`src/rtl/qsm_pkg.sv`:
```
package qsm_pkg;

   typedef enum logic [2:0] {
      SQ_IDLE,
      SQ_ISSUE,
      SQ_WAIT,
      SQ_GAP,
      SQ_FINISH
   } seq_state_t;

   typedef enum logic [1:0] {
      SH_IDLE,
      SH_LEAD,
      SH_HIGH,
      SH_LOW
   } shf_state_t;

   // command word fields
   localparam int unsigned CMD_HOLD_BIT = 7;
   localparam int unsigned CMD_DLY_BIT  = 6;
   // control word fields
   localparam int unsigned CTRL_EN_BIT   = 0;
   localparam int unsigned CTRL_KEEP_BIT = 1;

endpackage

```
`src/rtl/qsm_regfile.sv`:
```
module qsm_regfile
   import qsm_pkg::*;
#(
   parameter int unsigned SLOTS  = 8,
   parameter int unsigned IDX_W  = 3,
   parameter int unsigned ADDR_W = 6,
   parameter int unsigned DATA_W = 8,
   parameter int unsigned NCS    = 2
) (
   input  logic              clk,
   input  logic              rst_n,
   input  logic              we,
   input  logic [ADDR_W-1:0] addr,
   input  logic [DATA_W-1:0] wdata,
   output logic [DATA_W-1:0] rdata,
   input  logic              busy,
   input  logic [IDX_W-1:0]  slot_idx,
   output logic [7:0]        tx_byte,
   output logic              cur_hold,
   output logic              cur_dly,
   output logic [NCS-1:0]    cur_dis,
   input  logic              rx_we,
   input  logic [7:0]        rx_data,
   output logic [IDX_W-1:0]  start_ptr,
   output logic [IDX_W-1:0]  end_ptr,
   output logic              cont_after,
   output logic              start_req
);

   localparam int unsigned CMD_BASE = 2 * SLOTS;
   localparam int unsigned RX_BASE  = 3 * SLOTS;
   localparam int unsigned START_A  = 4 * SLOTS;
   localparam int unsigned END_A    = START_A + 1;
   localparam int unsigned CTRL_A   = START_A + 2;
   localparam int unsigned LOCK_A   = START_A + 3;

   logic [7:0]        tx_mem  [SLOTS];
   logic [DATA_W-1:0] cmd_mem [SLOTS];
   logic [7:0]        rx_mem  [SLOTS];
   logic              lock_q;

   int unsigned      a;
   logic             files_open;
   logic             hit_tx, hit_cmd, hit_rx;
   logic [IDX_W-1:0] tx_slot, cmd_slot, rx_slot;

   always_comb begin
      a          = int'(addr);
      files_open = !busy && !lock_q;
      hit_tx     = (a < CMD_BASE) && !addr[0];
      hit_cmd    = (a >= CMD_BASE) && (a < RX_BASE);
      hit_rx     = (a >= RX_BASE) && (a < START_A);
      tx_slot    = addr[IDX_W:1];
      cmd_slot   = IDX_W'(a - CMD_BASE);
      rx_slot    = IDX_W'(a - RX_BASE);
   end

   always_ff @(posedge clk or negedge rst_n) begin
      if (!rst_n) begin
         for (int s = 0; s < SLOTS; s++) begin
            tx_mem[s]  <= '0;
            cmd_mem[s] <= '0;
            rx_mem[s]  <= '0;
         end
      end else begin
         if (we && files_open && hit_tx)
            tx_mem[tx_slot] <= wdata[7:0];
         if (we && files_open && hit_cmd)
            cmd_mem[cmd_slot] <= wdata & ~DATA_W'(1);
         if (rx_we)
            rx_mem[slot_idx] <= rx_data;
      end
   end

   always_ff @(posedge clk or negedge rst_n) begin
      if (!rst_n) begin
         start_ptr  <= '0;
         end_ptr    <= '0;
         cont_after <= 1'b0;
         lock_q     <= 1'b0;
      end else begin
         if (we && files_open && a == START_A) start_ptr <= wdata[IDX_W-1:0];
         if (we && files_open && a == END_A)   end_ptr   <= wdata[IDX_W-1:0];
         if (we && !busy && a == CTRL_A)       cont_after <= wdata[CTRL_KEEP_BIT];
         if (we && a == LOCK_A)                lock_q     <= wdata[0];
      end
   end

   assign start_req = we && !busy && (a == CTRL_A) && wdata[CTRL_EN_BIT];

   always_comb begin
      tx_byte  = tx_mem[slot_idx];
      cur_hold = cmd_mem[slot_idx][CMD_HOLD_BIT];
      cur_dly  = cmd_mem[slot_idx][CMD_DLY_BIT];
      cur_dis  = cmd_mem[slot_idx][NCS:1];
   end

   always_comb begin
      rdata = '0;
      if (hit_tx)            rdata = DATA_W'(tx_mem[tx_slot]);
      else if (hit_cmd)      rdata = cmd_mem[cmd_slot];
      else if (hit_rx)       rdata = DATA_W'(rx_mem[rx_slot]);
      else if (a == START_A) rdata = DATA_W'(start_ptr);
      else if (a == END_A)   rdata = DATA_W'(end_ptr);
      else if (a == CTRL_A) begin
         rdata[CTRL_EN_BIT]   = busy;
         rdata[CTRL_KEEP_BIT] = cont_after;
      end
      else if (a == LOCK_A)  rdata[0] = lock_q;
   end

   // queue setup is frozen for the whole run
   p_frozen_busy_r8: assert property (@(posedge clk) disable iff (!rst_n)
      (busy && $past(busy)) |-> ($stable(start_ptr) && $stable(end_ptr) && $stable(tx_mem[0])));

   // the lock freezes the pointers as well
   p_frozen_lock_r9: assert property (@(posedge clk) disable iff (!rst_n)
      (lock_q && $past(lock_q)) |-> ($stable(start_ptr) && $stable(end_ptr) && $stable(cmd_mem[0])));

endmodule

```
`src/rtl/qsm_shifter.sv`:
```
module qsm_shifter
   import qsm_pkg::*;
#(
   parameter int unsigned HALF = 2,
   parameter int unsigned DLY  = 3
) (
   input  logic       clk,
   input  logic       rst_n,
   input  logic       go,
   input  logic       dly,
   input  logic [7:0] tx_byte,
   input  logic       miso,
   output logic       sclk,
   output logic       mosi,
   output logic [7:0] rx_byte,
   output logic       done
);

   localparam int unsigned CNT_W = $clog2(HALF + DLY + 1);

   shf_state_t       st_q;
   logic [CNT_W-1:0] cnt_q;
   logic [CNT_W-1:0] lead_load;
   logic [7:0]       sh_q;
   logic [2:0]       bit_q;

   generate
      if (DLY == 0) begin : g_lead_plain
         assign lead_load = CNT_W'(HALF - 1);
         logic unused_dly;
         assign unused_dly = dly;
      end else begin : g_lead_ext
         assign lead_load = dly ? CNT_W'(HALF - 1 + DLY) : CNT_W'(HALF - 1);
      end
   endgenerate

   always_ff @(posedge clk or negedge rst_n) begin
      if (!rst_n) begin
         st_q    <= SH_IDLE;
         cnt_q   <= '0;
         sh_q    <= '0;
         bit_q   <= '0;
         rx_byte <= '0;
         sclk    <= 1'b0;
         done    <= 1'b0;
      end else begin
         done <= 1'b0;
         case (st_q)
            SH_IDLE: if (go) begin
               sh_q  <= tx_byte;
               bit_q <= '0;
               cnt_q <= lead_load;
               st_q  <= SH_LEAD;
            end
            SH_LEAD: if (cnt_q == '0) begin
               sclk    <= 1'b1;
               rx_byte <= {rx_byte[6:0], miso};
               cnt_q   <= CNT_W'(HALF - 1);
               st_q    <= SH_HIGH;
            end else cnt_q <= cnt_q - 1'b1;
            SH_HIGH: if (cnt_q == '0) begin
               sclk  <= 1'b0;
               cnt_q <= CNT_W'(HALF - 1);
               st_q  <= SH_LOW;
               if (bit_q != 3'd7) sh_q <= {sh_q[6:0], 1'b0};
            end else cnt_q <= cnt_q - 1'b1;
            SH_LOW: if (cnt_q == '0) begin
               if (bit_q == 3'd7) begin
                  done <= 1'b1;
                  st_q <= SH_IDLE;
               end else begin
                  bit_q   <= bit_q + 1'b1;
                  sclk    <= 1'b1;
                  rx_byte <= {rx_byte[6:0], miso};
                  cnt_q   <= CNT_W'(HALF - 1);
                  st_q    <= SH_HIGH;
               end
            end else cnt_q <= cnt_q - 1'b1;
            default: st_q <= SH_IDLE;
         endcase
      end
   end

   assign mosi = sh_q[7];

   // a slot always ends with the clock back at its idle level
   p_end_low_r2: assert property (@(posedge clk) disable iff (!rst_n)
      done |-> !sclk);

   // the clock stays low while no slot is being shifted
   p_idle_low_r2: assert property (@(posedge clk) disable iff (!rst_n)
      (st_q == SH_IDLE) |-> !sclk);

endmodule

```
`src/rtl/qsm_sequencer.sv`:
```
module qsm_sequencer
   import qsm_pkg::*;
#(
   parameter int unsigned IDX_W = 3,
   parameter int unsigned NCS   = 2,
   parameter int unsigned HALF  = 2
) (
   input  logic             clk,
   input  logic             rst_n,
   input  logic             start_req,
   input  logic [IDX_W-1:0] start_ptr,
   input  logic [IDX_W-1:0] end_ptr,
   input  logic             cont_after,
   input  logic             cur_hold,
   input  logic             cur_dly,
   input  logic [NCS-1:0]   cur_dis,
   input  logic             shf_done,
   output logic [IDX_W-1:0] slot_idx,
   output logic             shf_go,
   output logic             shf_dly,
   output logic             busy,
   output logic             done,
   output logic [NCS-1:0]   cs_n
);

   localparam int unsigned GAP_W = $clog2(HALF + 1);

   seq_state_t       st_q;
   logic [GAP_W-1:0] gap_q;
   logic             cs_on_q;
   logic [NCS-1:0]   cs_sel_q;
   logic             last_slot;

   assign last_slot = (slot_idx == end_ptr);

   always_ff @(posedge clk or negedge rst_n) begin
      if (!rst_n) begin
         st_q     <= SQ_IDLE;
         gap_q    <= '0;
         slot_idx <= '0;
         shf_go   <= 1'b0;
         shf_dly  <= 1'b0;
         busy     <= 1'b0;
         done     <= 1'b0;
         cs_on_q  <= 1'b0;
         cs_sel_q <= '0;
      end else begin
         shf_go <= 1'b0;
         done   <= 1'b0;
         case (st_q)
            SQ_IDLE: if (start_req) begin
               busy <= 1'b1;
               if (end_ptr < start_ptr) begin
                  st_q <= SQ_FINISH;
               end else begin
                  slot_idx <= start_ptr;
                  st_q     <= SQ_ISSUE;
               end
            end
            SQ_ISSUE: begin
               cs_on_q  <= 1'b1;
               cs_sel_q <= ~cur_dis;
               shf_go   <= 1'b1;
               shf_dly  <= cur_dly;
               st_q     <= SQ_WAIT;
            end
            SQ_WAIT: if (shf_done) begin
               if (last_slot) begin
                  if (!(cur_hold || cont_after)) cs_on_q <= 1'b0;
                  st_q <= SQ_FINISH;
               end else if (!cur_hold) begin
                  cs_on_q <= 1'b0;
                  gap_q   <= GAP_W'(HALF - 1);
                  st_q    <= SQ_GAP;
               end else begin
                  slot_idx <= slot_idx + 1'b1;
                  st_q     <= SQ_ISSUE;
               end
            end
            SQ_GAP: if (gap_q == '0) begin
               slot_idx <= slot_idx + 1'b1;
               st_q     <= SQ_ISSUE;
            end else gap_q <= gap_q - 1'b1;
            SQ_FINISH: begin
               busy <= 1'b0;
               done <= 1'b1;
               st_q <= SQ_IDLE;
            end
            default: st_q <= SQ_IDLE;
         endcase
      end
   end

   assign cs_n = ~(cs_sel_q & {NCS{cs_on_q}});

   // completion pulse lasts a single cycle
   p_done_single_r7: assert property (@(posedge clk) disable iff (!rst_n)
      done |=> !done);

   // completion coincides with the enable bit dropping
   p_done_fall_r7: assert property (@(posedge clk) disable iff (!rst_n)
      done |-> (!busy && $past(busy)));

   // an inverted window launches no slot
   p_empty_r10: assert property (@(posedge clk) disable iff (!rst_n)
      (start_req && !busy && (end_ptr < start_ptr)) |=> (!shf_go && $stable(cs_n)));

endmodule

```
`src/rtl/qspi_queue_master.sv`:
```
module qspi_queue_master
   import qsm_pkg::*;
#(
   parameter int unsigned SLOTS    = 8,
   parameter int unsigned NCS      = 2,
   parameter int unsigned CLK_DIV  = 4,
   parameter int unsigned LEAD_DLY = 3,
   parameter int unsigned DATA_W   = 8,
   parameter int unsigned ADDR_W   = 6
) (
   input  logic              clk,
   input  logic              rst_n,
   input  logic              reg_we,
   input  logic [ADDR_W-1:0] reg_addr,
   input  logic [DATA_W-1:0] reg_wdata,
   output logic [DATA_W-1:0] reg_rdata,
   output logic              sclk,
   output logic              mosi,
   input  logic              miso,
   output logic [NCS-1:0]    cs_n,
   output logic              done
);

   localparam int unsigned IDX_W = $clog2(SLOTS);
   localparam int unsigned HALF  = CLK_DIV / 2;

   generate
      if (SLOTS < 2 || SLOTS != (1 << IDX_W)) begin : g_bad_slots
         $error("SLOTS must be a power of two, at least 2");
      end
      if (CLK_DIV < 2 || (CLK_DIV % 2) != 0) begin : g_bad_div
         $error("CLK_DIV must be even and at least 2");
      end
      if (NCS < 1 || NCS > 5) begin : g_bad_ncs
         $error("NCS must lie in 1..5 to fit the command word");
      end
      if (DATA_W < 8) begin : g_bad_data
         $error("DATA_W must hold a byte");
      end
      if ((4 * SLOTS + 4) > (1 << ADDR_W) || ADDR_W <= IDX_W) begin : g_bad_addr
         $error("ADDR_W too narrow for the register map");
      end
   endgenerate

   logic             busy, start_req, cont_after;
   logic [IDX_W-1:0] slot_idx, start_ptr, end_ptr;
   logic [7:0]       tx_byte, rx_byte;
   logic             cur_hold, cur_dly;
   logic [NCS-1:0]   cur_dis;
   logic             shf_go, shf_dly, shf_done;

   qsm_regfile #(
      .SLOTS(SLOTS), .IDX_W(IDX_W), .ADDR_W(ADDR_W), .DATA_W(DATA_W), .NCS(NCS)
   ) u_regs (
      .clk(clk), .rst_n(rst_n),
      .we(reg_we), .addr(reg_addr), .wdata(reg_wdata), .rdata(reg_rdata),
      .busy(busy), .slot_idx(slot_idx), .tx_byte(tx_byte),
      .cur_hold(cur_hold), .cur_dly(cur_dly), .cur_dis(cur_dis),
      .rx_we(shf_done), .rx_data(rx_byte),
      .start_ptr(start_ptr), .end_ptr(end_ptr),
      .cont_after(cont_after), .start_req(start_req)
   );

   qsm_sequencer #(
      .IDX_W(IDX_W), .NCS(NCS), .HALF(HALF)
   ) u_seq (
      .clk(clk), .rst_n(rst_n),
      .start_req(start_req), .start_ptr(start_ptr), .end_ptr(end_ptr),
      .cont_after(cont_after), .cur_hold(cur_hold), .cur_dly(cur_dly),
      .cur_dis(cur_dis), .shf_done(shf_done),
      .slot_idx(slot_idx), .shf_go(shf_go), .shf_dly(shf_dly),
      .busy(busy), .done(done), .cs_n(cs_n)
   );

   qsm_shifter #(
      .HALF(HALF), .DLY(LEAD_DLY)
   ) u_shf (
      .clk(clk), .rst_n(rst_n),
      .go(shf_go), .dly(shf_dly), .tx_byte(tx_byte), .miso(miso),
      .sclk(sclk), .mosi(mosi), .rx_byte(rx_byte), .done(shf_done)
   );

   // no clock activity outside a run
   p_sclk_idle_r2: assert property (@(posedge clk) disable iff (!rst_n)
      !busy |-> !sclk);

   // a shift never starts while the engine is idle
   p_go_busy_r1: assert property (@(posedge clk) disable iff (!rst_n)
      shf_go |-> busy);

endmodule

```
`config.mk`:
```
export PLATFORM = sky130hd
export DESIGN_NAME = qspi_queue_master
export DESIGN_NICKNAME = d
export VERILOG_FILES = /design/src/rtl/qsm_pkg.sv /design/src/rtl/qsm_regfile.sv /design/src/rtl/qsm_shifter.sv /design/src/rtl/qsm_sequencer.sv /design/src/rtl/qspi_queue_master.sv
export SDC_FILE = /design/constraint.sdc
export NUM_CORES = 1
export LEC_CHECK = 0
export BUFFER_PORTS_ARGS = -buffer_cell sky130_fd_sc_hd__buf_4
export CORE_MARGIN = 4
export CORE_UTILIZATION = 25
export CTS_BUF_LIST = sky130_fd_sc_hd__clkbuf_16
export DETAILED_ROUTE_END_ITERATION = 16
export GPL_ROUTABILITY_DRIVEN = 0
export HOLD_SLACK_MARGIN = 0.02
export PLACE_DENSITY = 0.47
export SYNTH_ARGS = -nofsm -noshare
export SYNTH_HDL_FRONTEND = slang
export SYNTH_SLANG_ARGS = --single-unit
```
`constraint.sdc`:
```
create_clock -name clk -period 6.3 [get_ports clk]
set_input_delay 0.63 -clock clk [delete_from_list [all_inputs] [get_ports clk]]
set_output_delay 0.63 -clock clk [all_outputs]
set_load 0.01 [all_outputs]
```
# --- Word-level counts from Yosys, hierarchy flattened ---
# Cells that the tools add are included.
word_totals:
  in_bits: 18
  register_bits: 241
  output_inout_bits: 13
op_classes:
  bitwise: 7
  add_sub_neg: 6
  muxes: 93
  n_lt_le_gt_ge: 13
  n_eq_ne: 31
  n_reduce_logical: 44
ops:
  columns: ["operator", "n"]
  rows:
  - ["$bwmux 64", 3]
  - ["$mux 8", 23]
  - ["$bmux 8 s3", 5]
  - ["$demux 8 s3", 3]
  - ["$mux 3", 19]
  - ["$pmux 8 s2", 2]
  - ["$eq 6x6->1 const B", 4]
  - ["$mux 2", 11]
  - ["$reduce_and 4->1", 5]
  - ["$mux 1", 18]
  - ["$pmux 3 s3", 2]
  - ["$ge 4x4->1 const B", 4]
  - ["$logic_and 1x1->1", 16]
  - ["$not 3->4", 4]
  - ["$ne 2x1->1 const B", 7]
  - ["$ne 2x2->1 const B", 7]
  - ["$ge 6x5->1 const B", 2]
  - ["$lt 4x1->1 const B", 3]
  - ["$lt 6x5->1 const B", 2]
  - ["$ne 3x3->1 const B", 4]
  - ["$pmux 3 s4", 1]
  - ["$reduce_bool 2->1", 6]
  - ["$reduce_and 5->1", 2]
  - ["$sub 3x1->3 const B", 3]
  - ["other kinds (26)", 38]

# --- Depth between registers and ports, before layout ---
# Gate-level depths: netlist (run 1).
logic_depth:
  ltp_word: 9
  depth_mapped: 8
  ltp_nobuf: 7

# --- Cells and area by module ---
# A second synthesis (run 1) with hierarchy kept.
hier_totals:
  cells_unflattened: 887
  hier_area_um2: 11770.0
modules_own_cells:
  columns: ["mod", "cells_per_inst", "seq_area_each_um2", "n_inst", "area_per_inst_um2"]
  rows:
  - ["qsm_regfile", 694, 4804.6, 1, 9728.1]
  - ["qsm_shifter", 99, 650.6, 1, 1182.4]
  - ["qsm_sequencer", 94, 375.4, 1, 859.6]

# --- Least setup slack after synthesis (run 1) ---
# Ideal clock, no wire load.
synth_path:
  kind: "input port to output port"
  startpoint: "input reg_addr[1]"
  endpoint: "output reg_rdata[1]"
  stages: 7
  arrival_time_ns: 2.343
  n_path_buf: 3
  setup_slack_ns: 3.327
  path_cell_list: "clkbuf_1 clkbuf_1 clkbuf_1 mux2i_1 nor2_1 a2111oi_0 o31ai_1"
synth_between:
  elab_chain_cells: 8
  elab_cells_between_ends: 31
  classes_between: "add/sub (2); order compare (5); eq/ne (3); mux (15); bitwise (3); reduce/logical (3)"
synth_lines:
  columns: ["element", "line", "text"]
  rows:
  - ["start, declared", "qspi_queue_master.sv:14", "input logic [ADDR_W-1:0] reg_addr,"]
  - ["$sub 3x1->3", "qsm_regfile.sv:54, qsm_regfile.sv:55", null]
  - ["$not 3->4 (not written as such)", "qsm_regfile.sv:101, qsm_regfile.sv:102", null]
  - ["$bmux 8 s3", "qsm_regfile.sv:102", "else if (hit_rx) rdata = DATA_W'(rx_mem[rx_slot]);"]
  - ["$mux 8 (not written as such) (2 in a row)", "qsm_regfile.sv:102", null]
  - ["$mux 8", "qsm_regfile.sv:102", null]
  - ["$mux 8", "qsm_regfile.sv:101", "else if (hit_cmd) rdata = cmd_mem[cmd_slot];"]
  - ["$mux 8 *", "qsm_regfile.sv:100", "if (hit_tx) rdata = DATA_W'(tx_mem[tx_slot]);"]
  - ["end, declared", "qspi_queue_master.sv:16", "output logic [DATA_W-1:0] reg_rdata,"]
# Every way passes the cells marked *; elsewhere a longest branch is shown, timed or not. The select of a mux whose other input is x is not followed.

# --- Worst setup path after layout (run 1) ---
layout_path:
  startpoint: "input reg_addr[0]"
  endpoint: "output reg_rdata[1]"
# Same word-level chain as after synthesis.

==> metrics.log, run 1 <==
[metrics] floorplan row count: 79
[metrics] Initial Util: 25.25%
[metrics] share of cells above drive strength 1: 41.30%
[metrics] post-cts repair resize count: 0
[metrics] clock latency reported for the late side of the worst-skew pair: 0.55 ns
[metrics] Max VDD drop: 0.0001920 V
[metrics] cell with the largest stage delay on the worst path: sky130_fd_sc_hd__a2111oi_0
[metrics] total of buffers placed on input and output ports: 30
[metrics] count of hold buffers inserted by post-cts repair: 0
[metrics] Achievable Freq: 247.5 MHz
[metrics] Placed Instances: 1,417
[metrics] utilization after layout: 28.76%
[metrics] post-route non-filler standard cell count: 1,470
[metrics] via count normalized by instance count: 4.789
[metrics] post-place setup slack: 2.050 ns
[metrics] number of flops mapped to enable cells by yosys: 0
[metrics] Yosys Warn Count: 0
[metrics] antenna violations before repair: 1
[metrics] worst hold margin: 0.06636 ns
[metrics] Inserted Clock Buffers: 28
[metrics] Worst Reg2Reg Path Length in Cells: 4
[metrics] number of violations of the max-capacitance limit: 0
[metrics] floorplan die height: 224.6 um
[metrics] critical path startpoint category: primary input
[metrics] buffer type at the clock tree root: sky130_fd_sc_hd__clkbuf_16
[metrics] first-pass GRT wire length: 46.51 mm
[metrics] I/O pin total: 31
[metrics] worst-path cell chain: buf_4 -> mux4_2 -> mux2i_1 -> nor2_1 -> a2111oi_0 -> o31ai_1 -> buf_4
[metrics] count of endpoints failing setup in the final report: 0
[metrics] post-CTS setup buffers: 0
[metrics] Final period util: 64.12%
[metrics] time the worst path needs with I/O delays and setup: 4.040 ns
[metrics] sum of negative setup slack: 0 ns
[metrics] via count of the first global-routing pass: 7,246
[metrics] filler cell count: 4,726
[metrics] summed instance area of the synthesized netlist: 11,730 um^2
[metrics] path type of the worst min-delay path: in -> async
[metrics] Critical Path Most Common Cell: sky130_fd_sc_hd__buf_4
[metrics] worst-margin pin slew: 1.160 ns
[metrics] maximum number of pins on one net before global-route repair: 151
[metrics] element type at the critical path end: output pin
[metrics] number of unique standard cell types used by synthesis: 62
[metrics] clock transition at the registers of the reported paths: 0.06 ns
[metrics] DRT iter0 DRCs: 357
[metrics] Leak Pwr: 6.090 nW
[metrics] number of instances in the synthesized netlist: 835
[metrics] critical path fanouts, max: 39
[metrics] fin worst setup slack: 2.260 ns
[metrics] leading register cell type out of synthesis: sky130_fd_sc_hd__dfrtp_1
[metrics] Post-Syn Nets: 859
[metrics] worst setup path endpoint: reg_rdata[1]
[metrics] hold violation total from the final report: 0
[metrics] Worst R2R Setup Slack: 3.61 ns
[metrics] critical path data arrival time: 3.41 ns
[metrics] synthesized flop and latch total: 233
[metrics] vias after detailed routing: 7,040
[metrics] setup repair after global routing missed its margin: false
[metrics] number of levels the H-tree was split into: 1
[metrics] PD cells: 301.0 nW/um^2
[metrics] Area Overhead vs Synth: 13.90%
[metrics] maximum number of buffers from clock root to sink: 3
[metrics] part of the Yosys area used for sequential elements: 49.70%
[metrics] net count of the finished layout: 864
[metrics] async set-or-reset flop fraction in the synthesized netlist: 100.0%
[metrics] critical setup path kind: in -> out
[metrics] total length of routed wires: 30.05 mm
[metrics] half-perimeter wire length after placement: 19.00 mm
[metrics] result of the run: completed
[metrics] iteration count of the initial detailed-routing pass: 4
[metrics] TritonCTS clock tree: done
[metrics] max_slew headroom: 22.32%
[metrics] core footprint: 46,460 um^2
[metrics] R2R Path Start: u_seq.slot_idx[0]
[metrics] worst setup skew after layout: 0.01950 ns
[metrics] Global Route Usage Sum: 11.85%
[metrics] DRC errors left: 0
[metrics] number of max-slew violations in the final report: 0
[metrics] area of the die: 50,460 um^2
[metrics] Largest stage delay, worst path: 0.86 ns
[metrics] Wirelength per Cell: 20.44 um
[metrics] average cell area after synthesis: 14.05 um^2
[metrics] GRT Residual Overflow: 0
[metrics] TritonCTS Sinks: 233
[metrics] Die X-Extent: 224.6 um
[metrics] number of nets with antenna violations after routing: 0
[metrics] Reg-to-Reg End: u_regs.rx_mem[53]
[metrics] Setup crit start: reg_addr[0]
[metrics] required time of the critical path: 5.67 ns
Yosys cell counts (all sizes together) (2+ instances only):
library cell	number	area, um^2
ha	6	75.07
a211oi	5	42.54
nand2	37	138.9
and2	6	37.54
nand3	8	40.04
nand2b	8	50.05
nor3	9	82.58
buf	31	147.6
a221oi	4	35.03
a21o	8	60.06
mux2i	42	420.4
xor2	4	35.03
clkbuf	28	105.1
inv	11	41.29
nor3b	4	35.03
a21boi	2	15.01
a22oi	4	30.03
mux2	208	2342
o41a	2	22.52
o22ai	2	12.51
a21oi	18	90.09
nor2	29	153.9
dfrtp	233	5831
nor4b	2	23.77
nand3b	4	30.03
o31ai	5	37.54
mux4	63	1419
nor2b	5	31.28
or3b	2	17.52
or3	3	18.77
nand4	2	12.51
or4	2	15.01
o22a	4	35.03
o21ai	15	75.07
o221ai	2	17.52
worst min path at each step:
stage	endpoint	startpoint
floorplan	u_regs.cmd_mem[10]	rst_n
global placement	u_shf.sh_q[1]	u_shf.sh_q[1]
detailed placement	u_shf.sh_q[2]	u_shf.sh_q[2]
CTS	u_regs.rx_mem[37]	rst_n
global route	u_regs.rx_mem[61]	rst_n
finish	u_regs.rx_mem[61]	rst_n
final cells by class:
type	instances	area, um^2	share of cell area, %
sequential	233	5832	43.64
multi-input combinational	532	5608	41.97
tap	607	759.5	5.684
clock buffer	29	725.7	5.431
timing repair buffer	34	275.3	2.060
clock inverter	23	118.9	0.8895
inverter	11	41.29	0.3090
antenna	1	2.502	0.01873
layer usage:
metal  part of all wire [%]  wire [um]  track usage, %
met1                     48      14350           17.45
met2                     46      13760           18.47
met3                    5.1       1533           2.193
met4                    1.3        404           2.292
met5                      0          0               0
cells in the final DEF (no fill, tap or decap), types with 5 or more instances in the layout:
cell and n:
sky130_fd_sc_hd__a21o_1 8, sky130_fd_sc_hd__a21oi_1 18, sky130_fd_sc_hd__mux2i_1 42, sky130_fd_sc_hd__nand2_1 37, sky130_fd_sc_hd__nor2_1 23, sky130_fd_sc_hd__nor2b_1 5, sky130_fd_sc_hd__dfrtp_1 232, sky130_fd_sc_hd__inv_1 22
sky130_fd_sc_hd__mux4_2 63, sky130_fd_sc_hd__nand2b_1 8, sky130_fd_sc_hd__buf_4 32, sky130_fd_sc_hd__and2_1 6, sky130_fd_sc_hd__o21ai_0 15, sky130_fd_sc_hd__mux2_2 208, sky130_fd_sc_hd__o31ai_1 5, sky130_fd_sc_hd__ha_1 6
sky130_fd_sc_hd__clkinv_1 8, sky130_fd_sc_hd__nand3_1 8, sky130_fd_sc_hd__nor2_4 6, sky130_fd_sc_hd__clkbuf_16 29
sequential cells by signal (all words and copies together) (netlist names), 2 cells and up:
name              count
u_seq.cs_sel_q        2
u_shf.st_q            2
u_regs.rx_mem        64
u_seq.gap_q           2
u_seq.st_q            3
u_regs.cmd_mem       56
u_shf.rx_byte         8
u_regs.end_ptr        3
u_seq.slot_idx        3
u_shf.cnt_q           3
u_shf.sh_q            8
u_shf.bit_q           3
u_regs.start_ptr      3
u_regs.tx_mem        64
cells by family after synthesis:
kind of cell,count (synthesis),share of synthesized area [%]
multiplexers,313,35.64
AND/OR/NAND/NOR,127,6.335
XOR/XNOR,5,0.3732
buffers and inverters,70,2.506
adder cells (fa/ha/maj),6,0.6398
AO/OA/AOI/OAI,81,4.810
flip-flops,233,49.70
critical path, delay by kind of cell:
kind	cells	cell delay, ns
AO/OA/AOI/OAI	2	1.14
buffers and inverters	2	0.80
multiplexers	2	0.73
AND/OR/NAND/NOR	1	0.08
power breakdown:
part | internal [mW] | leakage [nW] | switching, mW
Sequential | 1.63 | 3.19 | 0.163
Clock | 0.862 | 0.451 | 0.629
Combinational | 0.327 | 2.45 | 0.412
Total | 2.82 | 6.09 | 1.20
metrics by stage:
step / area (um^2) / power [mW]
floorplan: 11730 / 2.324
global placement: 12520 / 2.562
detailed placement: 12520 / 2.569
CTS: 13360 / 4.087
global route: 13360 / 4.239
finish: 13360 / 4.022
Note: power is estimated with default switching activity, not from simulation.
==> run 2, diff against run 1 <==
ABC_AREA = 1   (was default)
clock period = 4.15 ns   (was 6.3 ns; I/O delays follow)
==> metrics.log, run 2 <==
[metrics] count of endpoints failing setup in the final report: 0
[metrics] result of the run: completed
[metrics] leading register cell type out of synthesis: sky130_fd_sc_hd__dfrtp_1
[metrics] number of max-slew violations in the final report: 0
[metrics] Global Route Usage Sum: 14.91%
[metrics] critical path data arrival time: 2.61 ns
[metrics] DRT iter0 DRCs: 1,003
[metrics] iteration count of the initial detailed-routing pass: 6
[metrics] fin worst setup slack: 1.126 ns
[metrics] floorplan die height: 221.5 um
[metrics] maximum number of buffers from clock root to sink: 3
[metrics] Placed Instances: 1,976
[metrics] element type at the critical path end: output pin
[metrics] critical path fanouts, max: 20
[metrics] vias after detailed routing: 9,816
[metrics] sum of negative setup slack: 0 ns
[metrics] worst-margin pin slew: 1.110 ns
[metrics] Achievable Freq: 330.7 MHz
[metrics] TritonCTS clock tree: done
[metrics] area of the die: 49,050 um^2
[metrics] post-place setup slack: 1.090 ns
[metrics] average cell area after synthesis: 8.091 um^2
[metrics] number of nets with antenna violations after routing: 0
[metrics] Post-Syn Nets: 1,432
[metrics] total length of routed wires: 37.65 mm
[metrics] number of levels the H-tree was split into: 1
[metrics] floorplan row count: 77
[metrics] leading cell types in the layout, fill and taps excluded: sky130_fd_sc_hd__nand2_1 (410), sky130_fd_sc_hd__o21ai_0 (251), sky130_fd_sc_hd__dfrtp_1 (232), sky130_fd_sc_hd__inv_1 (99), sky130_fd_sc_hd__nor2_1 (91)
[metrics] I/O pin total: 31
[metrics] total of buffers placed on input and output ports: 30
[metrics] synthesized flop and latch total: 233
[metrics] cell with the most instances after synthesis: sky130_fd_sc_hd__nand2_1
[metrics] Inserted Clock Buffers: 27
[metrics] Die X-Extent: 221.5 um
[metrics] registers with the most flip-flops: u_regs.rx_mem: 64 flops, u_regs.tx_mem: 64 flops, u_regs.cmd_mem: 56 flops
[metrics] most numerous cell types in the synthesized netlist: sky130_fd_sc_hd__nand2_1 (410), sky130_fd_sc_hd__o21ai_0 (251), sky130_fd_sc_hd__dfrtp_1 (233)
[metrics] critical setup path kind: in -> out
[metrics] net count of the finished layout: 1,438
[metrics] number of violations of the max-capacitance limit: 0
[metrics] filler cell count: 4,767
[metrics] time the worst path needs with I/O delays and setup: 3.024 ns
[metrics] via count of the first global-routing pass: 9,286
[metrics] antenna violations before repair: 1
[metrics] Area Overhead vs Synth: 13.98%
[metrics] hold violation total from the final report: 0
[metrics] part of the Yosys area used for sequential elements: 51.18%
[metrics] path type of the worst min-delay path: in -> reg
[metrics] via count normalized by instance count: 4.843
[metrics] number of unique standard cell types used by synthesis: 40
[metrics] post-cts repair resize count: 0
[metrics] share of cells above drive strength 1: 8.159%
[metrics] core footprint: 44,610 um^2
[metrics] Leak Pwr: 5.701 nW
[metrics] required time of the critical path: 3.73 ns
[metrics] GRT Residual Overflow: 0
[metrics] standard cell area after detailed placement: 12,180 um^2
[metrics] max_slew headroom: 25.73%
[metrics] number of flops mapped to enable cells by yosys: 0
[metrics] PD cells: 364.2 nW/um^2
[metrics] commonest non-fill, non-tap cell in the layout: sky130_fd_sc_hd__nand2_1
[metrics] Yosys Warn Count: 0
[metrics] TritonCTS Sinks: 233
[metrics] Initial Util: 25.54%
[metrics] worst setup skew after layout: 0.02229 ns
[metrics] Final period util: 72.87%
[metrics] Register Area: 5832 um^2
[metrics] buffer type at the clock tree root: sky130_fd_sc_hd__clkbuf_16
[metrics] largest area contributor in the synthesized netlist: sky130_fd_sc_hd__dfrtp_1
[metrics] summed instance area of the synthesized netlist: 11,390 um^2
[metrics] setup repair after global routing missed its margin: false
[metrics] DRC errors left: 0
[metrics] Wirelength per Cell: 18.58 um
[metrics] post-route non-filler standard cell count: 2,027
[metrics] utilization after layout: 29.11%
[metrics] area fraction of the dominant cell type after synthesis: 51.18%
[metrics] critical path startpoint category: primary input
[metrics] Max VDD drop: 0.0002447 V
[metrics] Final Instance Area: 12,990 um^2
[metrics] clock latency reported for the late side of the worst-skew pair: 0.56 ns
[metrics] half-perimeter wire length after placement: 25.26 mm
[metrics] number of instances in the synthesized netlist: 1,408
[metrics] clock transition at the registers of the reported paths: 0.06 ns
[metrics] first-pass GRT wire length: 57.99 mm
[metrics] async set-or-reset flop fraction in the synthesized netlist: 100.0%
[metrics] top cells by area in the synthesized netlist: sky130_fd_sc_hd__dfrtp_1 (51%), sky130_fd_sc_hd__nand2_1 (14%), sky130_fd_sc_hd__o21ai_0 (11%)
[metrics] maximum number of pins on one net before global-route repair: 108
[metrics] area taken by multi-input logic gates: 4863 um^2
==> run 2: changes by cell type in the layout (fill, tap and decap cells not counted), moves of 16 or more <==
cell	previous run	this run
sky130_fd_sc_hd__inv_1	22	99
sky130_fd_sc_hd__mux4_2	63	0
sky130_fd_sc_hd__nand4_1	2	26
sky130_fd_sc_hd__nor2_1	23	91
sky130_fd_sc_hd__mux2i_1	42	0
sky130_fd_sc_hd__nand3_1	8	61
sky130_fd_sc_hd__o21ai_0	15	251
sky130_fd_sc_hd__mux2_2	208	1
sky130_fd_sc_hd__a22oi_1	4	25
sky130_fd_sc_hd__nand2_1	37	410
sky130_fd_sc_hd__o211ai_1	1	27
sky130_fd_sc_hd__a21oi_1	18	34
==> run 2: through the flow <==
step / power [mW] / hold WS, ns
after global placement: 2.580 / 0.4603
after global routing: 4.915 / 0.09002
after CTS: 4.808 / 0.05658
final: 4.729 / 0.08345
after floorplan: 2.440 / 0.1194
after detailed placement: 2.580 / 0.4705
==> run 2: cells by family after synthesis <==
family	share of synthesized area, %
and+or+nand+nor	23.91
AOI/OAI and AO/OA	17.83
DFF	51.18
buffers and inverters	6.172
adders and majority gates	0.6590
xor gates and xnor gates	0.1538
muxes	0.09884
==> run 2: final timing paths <==
| check | slack (ns) | start | depth (start not counted) | to |
|---|---|---|---|---|
| max | 1.13 | reg_addr[1] | 9 | reg_rdata[3] |
| min | 0.08 | miso | 3 | u_shf.rx_byte[0] |
| max reg2reg | 1.82 | u_seq.slot_idx[2] | 9 | u_seq.slot_idx[0] |
| min reg2reg | 0.48 | u_regs.rx_mem[48] | 2 | u_regs.rx_mem[48] |
| max in group asynchronous | 2.58 | rst_n | 3 | u_regs.cmd_mem[34] |
| min in group asynchronous | 0.53 | rst_n | 2 | u_shf.bit_q[2] |
==> run 2: critical path: stages <==
cell and delay (ns):
sky130_fd_sc_hd__buf_4 0.24, sky130_fd_sc_hd__nand2_1 0.32, sky130_fd_sc_hd__inv_1 0.73, sky130_fd_sc_hd__nand2_1 0.16, sky130_fd_sc_hd__o211ai_1 0.16, sky130_fd_sc_hd__nand2_1 0.08
sky130_fd_sc_hd__nand3_1 0.13, sky130_fd_sc_hd__nand3_1 0.16, sky130_fd_sc_hd__buf_4 0.18
==> run 2: where the power goes <==
group	internal (mW)	switching [mW]	leakage [nW]
registers	2.28	0.00619	3.17
clock network	1.23	0.962	0.411
logic	0.0518	0.194	2.12
==> run 2: final cells by class <==
| type | instances | area share (%) |
|---|---|---|
| sequential | 233 | 44.91 |
| multi-input combinational | 1007 | 37.45 |
| tap | 592 | 5.704 |
| clock buffer | 27 | 5.203 |
| timing repair buffer | 48 | 2.949 |
| inverter | 97 | 2.823 |
| clock inverter | 22 | 0.9347 |
| antenna | 1 | 0.01927 |
==> run 2: metal layers <==
layer / wire (um) / GRT usage [%] / vias to the layer above
met5: 0 / 0 / -
met4: 963 / 3.721 / 0
met3: 2002 / 2.306 / 60
met2: 16890 / 23.46 / 290
met1: 17790 / 21.62 / 4746
li1: - / - / 4720
==> run 2: timing repair <==
item / CTS / global route
buffers inserted: 0 / 0
hold endpoints to repair: 104 / 0
hold buffers: 1 / 0
==> run 3, diff against run 2 <==
clock period = 3.1 ns   (was 4.15 ns; I/O delays follow)
==> metrics.log, run 3 (same netlist as run 2, synthesis figures left out) <==
[metrics] setup repair after global routing missed its margin: false
[metrics] critical path data arrival time: 2.12 ns
[metrics] share of cells above drive strength 1: 9.103%
[metrics] sum of negative setup slack: 0 ns
[metrics] required time of the critical path: 2.79 ns
[metrics] antenna violations before repair: 1
[metrics] element type at the critical path end: output pin
[metrics] fin worst setup slack: 0.6693 ns
[metrics] number of levels the H-tree was split into: 1
[metrics] leading cell types in the layout, fill and taps excluded: sky130_fd_sc_hd__nand2_1 (410), sky130_fd_sc_hd__o21ai_0 (251), sky130_fd_sc_hd__dfrtp_1 (232), sky130_fd_sc_hd__inv_1 (99), sky130_fd_sc_hd__nor2_1 (93)
[metrics] floorplan die height: 221.5 um
[metrics] clock transition at the registers of the reported paths: 0.06 ns
[metrics] post-cts repair resize count: 0
[metrics] buffer type at the clock tree root: sky130_fd_sc_hd__clkbuf_16
[metrics] vias after detailed routing: 9,931
[metrics] number of max-slew violations in the final report: 0
[metrics] Achievable Freq: 411.4 MHz
[metrics] Comb pwr share: 5.1%
[metrics] Final period util: 78.41%
[metrics] clock network fraction of total power: 48.8%
[metrics] via count of the first global-routing pass: 9,749
[metrics] R2R Path Start: u_seq.slot_idx[0]
[metrics] worst setup skew after layout: 0.009942 ns
[metrics] Wirelength per Cell: 18.56 um
[metrics] Sequential Power Share: 46.1%
[metrics] critical path fanouts, max: 15
[metrics] terminating pin of the worst hold path: u_regs.lock_q
[metrics] Register Area: 5832 um^2
[metrics] Inserted Clock Buffers: 28
[metrics] maximum number of buffers from clock root to sink: 3
[metrics] registers with the most flip-flops: u_regs.rx_mem: 64 flops, u_regs.tx_mem: 64 flops, u_regs.cmd_mem: 56 flops
[metrics] hold violation total from the final report: 0
[metrics] worst hold margin: 0.1901 ns
[metrics] time the worst path needs with I/O delays and setup: 2.431 ns
[metrics] Reg-to-Reg End: u_seq.cs_on_q
[metrics] startpoint of the lowest-slack hold path: reg_we
[metrics] Initial Util: 25.54%
[metrics] worst-margin pin slew: 0.8145 ns
[metrics] first-pass GRT wire length: 59.62 mm
[metrics] TritonCTS Sinks: 233
[metrics] number of nets with antenna violations after routing: 0
[metrics] total length of routed wires: 37.90 mm
[metrics] TritonCTS clock tree: done
[metrics] area taken by multi-input logic gates: 4858 um^2
[metrics] NetSw: 1.589 mW
[metrics] net switching fraction of the power: 23.90%
[metrics] DRC errors left: 0
[metrics] Max VDD drop: 0.0003686 V
[metrics] max_slew headroom: 45.64%
[metrics] maximum number of pins on one net before global-route repair: 96
[metrics] ant diodes: 0
[metrics] via count normalized by instance count: 4.863
[metrics] Area Overhead vs Synth: 15.96%
[metrics] net count of the finished layout: 1,454
[metrics] total design power: 6.650 mW
[metrics] result of the run: completed
[metrics] count of endpoints failing setup in the final report: 0
[metrics] total of buffers placed on input and output ports: 30
[metrics] core footprint: 44,610 um^2
[metrics] Worst R2R Setup Slack: 0.87 ns
[metrics] I/O pin total: 31
[metrics] PD cells: 503.4 nW/um^2
[metrics] floorplan row count: 77
[metrics] critical setup path kind: in -> out
[metrics] Worst Reg2Reg Path Length in Cells: 10
[metrics] commonest non-fill, non-tap cell in the layout: sky130_fd_sc_hd__nand2_1
[metrics] post-CTS setup buffers: 0
[metrics] filler cell count: 4,778
[metrics] DRT iter0 DRCs: 884
[metrics] number of violations of the max-capacitance limit: 0
[metrics] Leak Pwr: 5.823 nW
[metrics] critical path startpoint category: primary input
[metrics] iteration count of the initial detailed-routing pass: 5
[metrics] Die X-Extent: 221.5 um
[metrics] clock latency reported for the late side of the worst-skew pair: 0.55 ns
[metrics] path type of the worst min-delay path: in -> reg
[metrics] internal power: 5.061 mW
[metrics] utilization after layout: 29.61%
[metrics] post-place setup slack: 0.7169 ns
[metrics] count of hold buffers inserted by post-cts repair: 3
[metrics] Hold Crit Depth: 5
[metrics] GRT Residual Overflow: 0
[metrics] Global Route Usage Sum: 15.16%
[metrics] area of the die: 49,050 um^2
[metrics] half-perimeter wire length after placement: 25.38 mm
## run 3: changes by cell type in the layout (fill, tap and decap cells not counted)
cell | before | now
sky130_fd_sc_hd__clkbuf_16 | 27 | 29
sky130_fd_sc_hd__buf_4 | 45 | 57
sky130_fd_sc_hd__bufinv_16 | 1 | 3
sky130_fd_sc_hd__buf_12 | 1 | 2
sky130_fd_sc_hd__clkinv_1 | 10 | 7
sky130_fd_sc_hd__clkinv_4 | 0 | 2
sky130_fd_sc_hd__clkinv_2 | 3 | 2
sky130_fd_sc_hd__nor2_2 | 6 | 4
sky130_fd_sc_hd__dlygate4sd3_1 | 1 | 3
sky130_fd_sc_hd__diode_2 | 1 | 0
sky130_fd_sc_hd__nor2_1 | 91 | 93
sky130_fd_sc_hd__inv_6 | 1 | 0
## run 3: metal layers
| metal | track usage [%] | vias up | share of wire [%] |
|---|---|---|---|
| met5 | 0 | - | 0 |
| met1 | 22.29 | 4818 | 48 |
| met4 | 3.882 | 0 | 2.4 |
| met3 | 2.332 | 56 | 5.5 |
| met2 | 23.41 | 304 | 44 |
| li1 | - | 4753 | - |
## run 3: through the flow
step,cells,cell area [um^2]
floorplan,1408,11390
global placement,1989,12280
detailed placement,1989,12280
CTS,2042,13210
global route,2042,13210
finish,2042,13210
## run 3: worst max path at each step
| stage | end | depth (start not counted) | startpoint | slack [ns] |
|---|---|---|---|---|
| after global placement | reg_rdata[6] | 8 | reg_addr[1] | 0.69 |
| after detailed placement | reg_rdata[6] | 8 | reg_addr[1] | 0.72 |
| after CTS | reg_rdata[6] | 8 | reg_addr[1] | 0.71 |
| after floorplan | reg_rdata[6] | 6 | reg_addr[2] | 1.41 |
| after global routing | reg_rdata[4] | 10 | reg_addr[1] | 0.61 |
| final | reg_rdata[6] | 8 | reg_addr[1] | 0.67 |
## run 3: layout make-up
| type | instances | share of cell area [%] |
|---|---|---|
| Timing Repair Buffer | 63 | 3.883 |
| Tap cell | 592 | 5.607 |
| Multi-Input combinational cell | 1007 | 36.78 |
| Inverter | 97 | 2.775 |
| Clock inverter | 21 | 1.317 |
| Clock buffer | 29 | 5.493 |
| Sequential cell | 233 | 44.15 |
## run 3: worst max-delay path, cell delays in order
cell and delay, ns:
sky130_fd_sc_hd__buf_4 0.23, sky130_fd_sc_hd__nand2_2 0.22, sky130_fd_sc_hd__inv_1 0.47, sky130_fd_sc_hd__a22oi_1 0.18, sky130_fd_sc_hd__nand4_1 0.11, sky130_fd_sc_hd__nand3_1 0.20
sky130_fd_sc_hd__nand3_1 0.22, sky130_fd_sc_hd__buf_4 0.15
## run 3: power groups by stage
| stage | logic, mW | registers [mW] | clock network (mW) |
|---|---|---|---|
| detailed placement | 0.343 | 3.12 | 0 |
| finish | 0.341 | 3.06 | 3.25 |
| CTS | 0.347 | 3.06 | 3.33 |
| floorplan | 0.150 | 3.12 | 0 |
| global placement | 0.343 | 3.12 | 0 |
| global route | 0.378 | 3.06 | 3.45 |
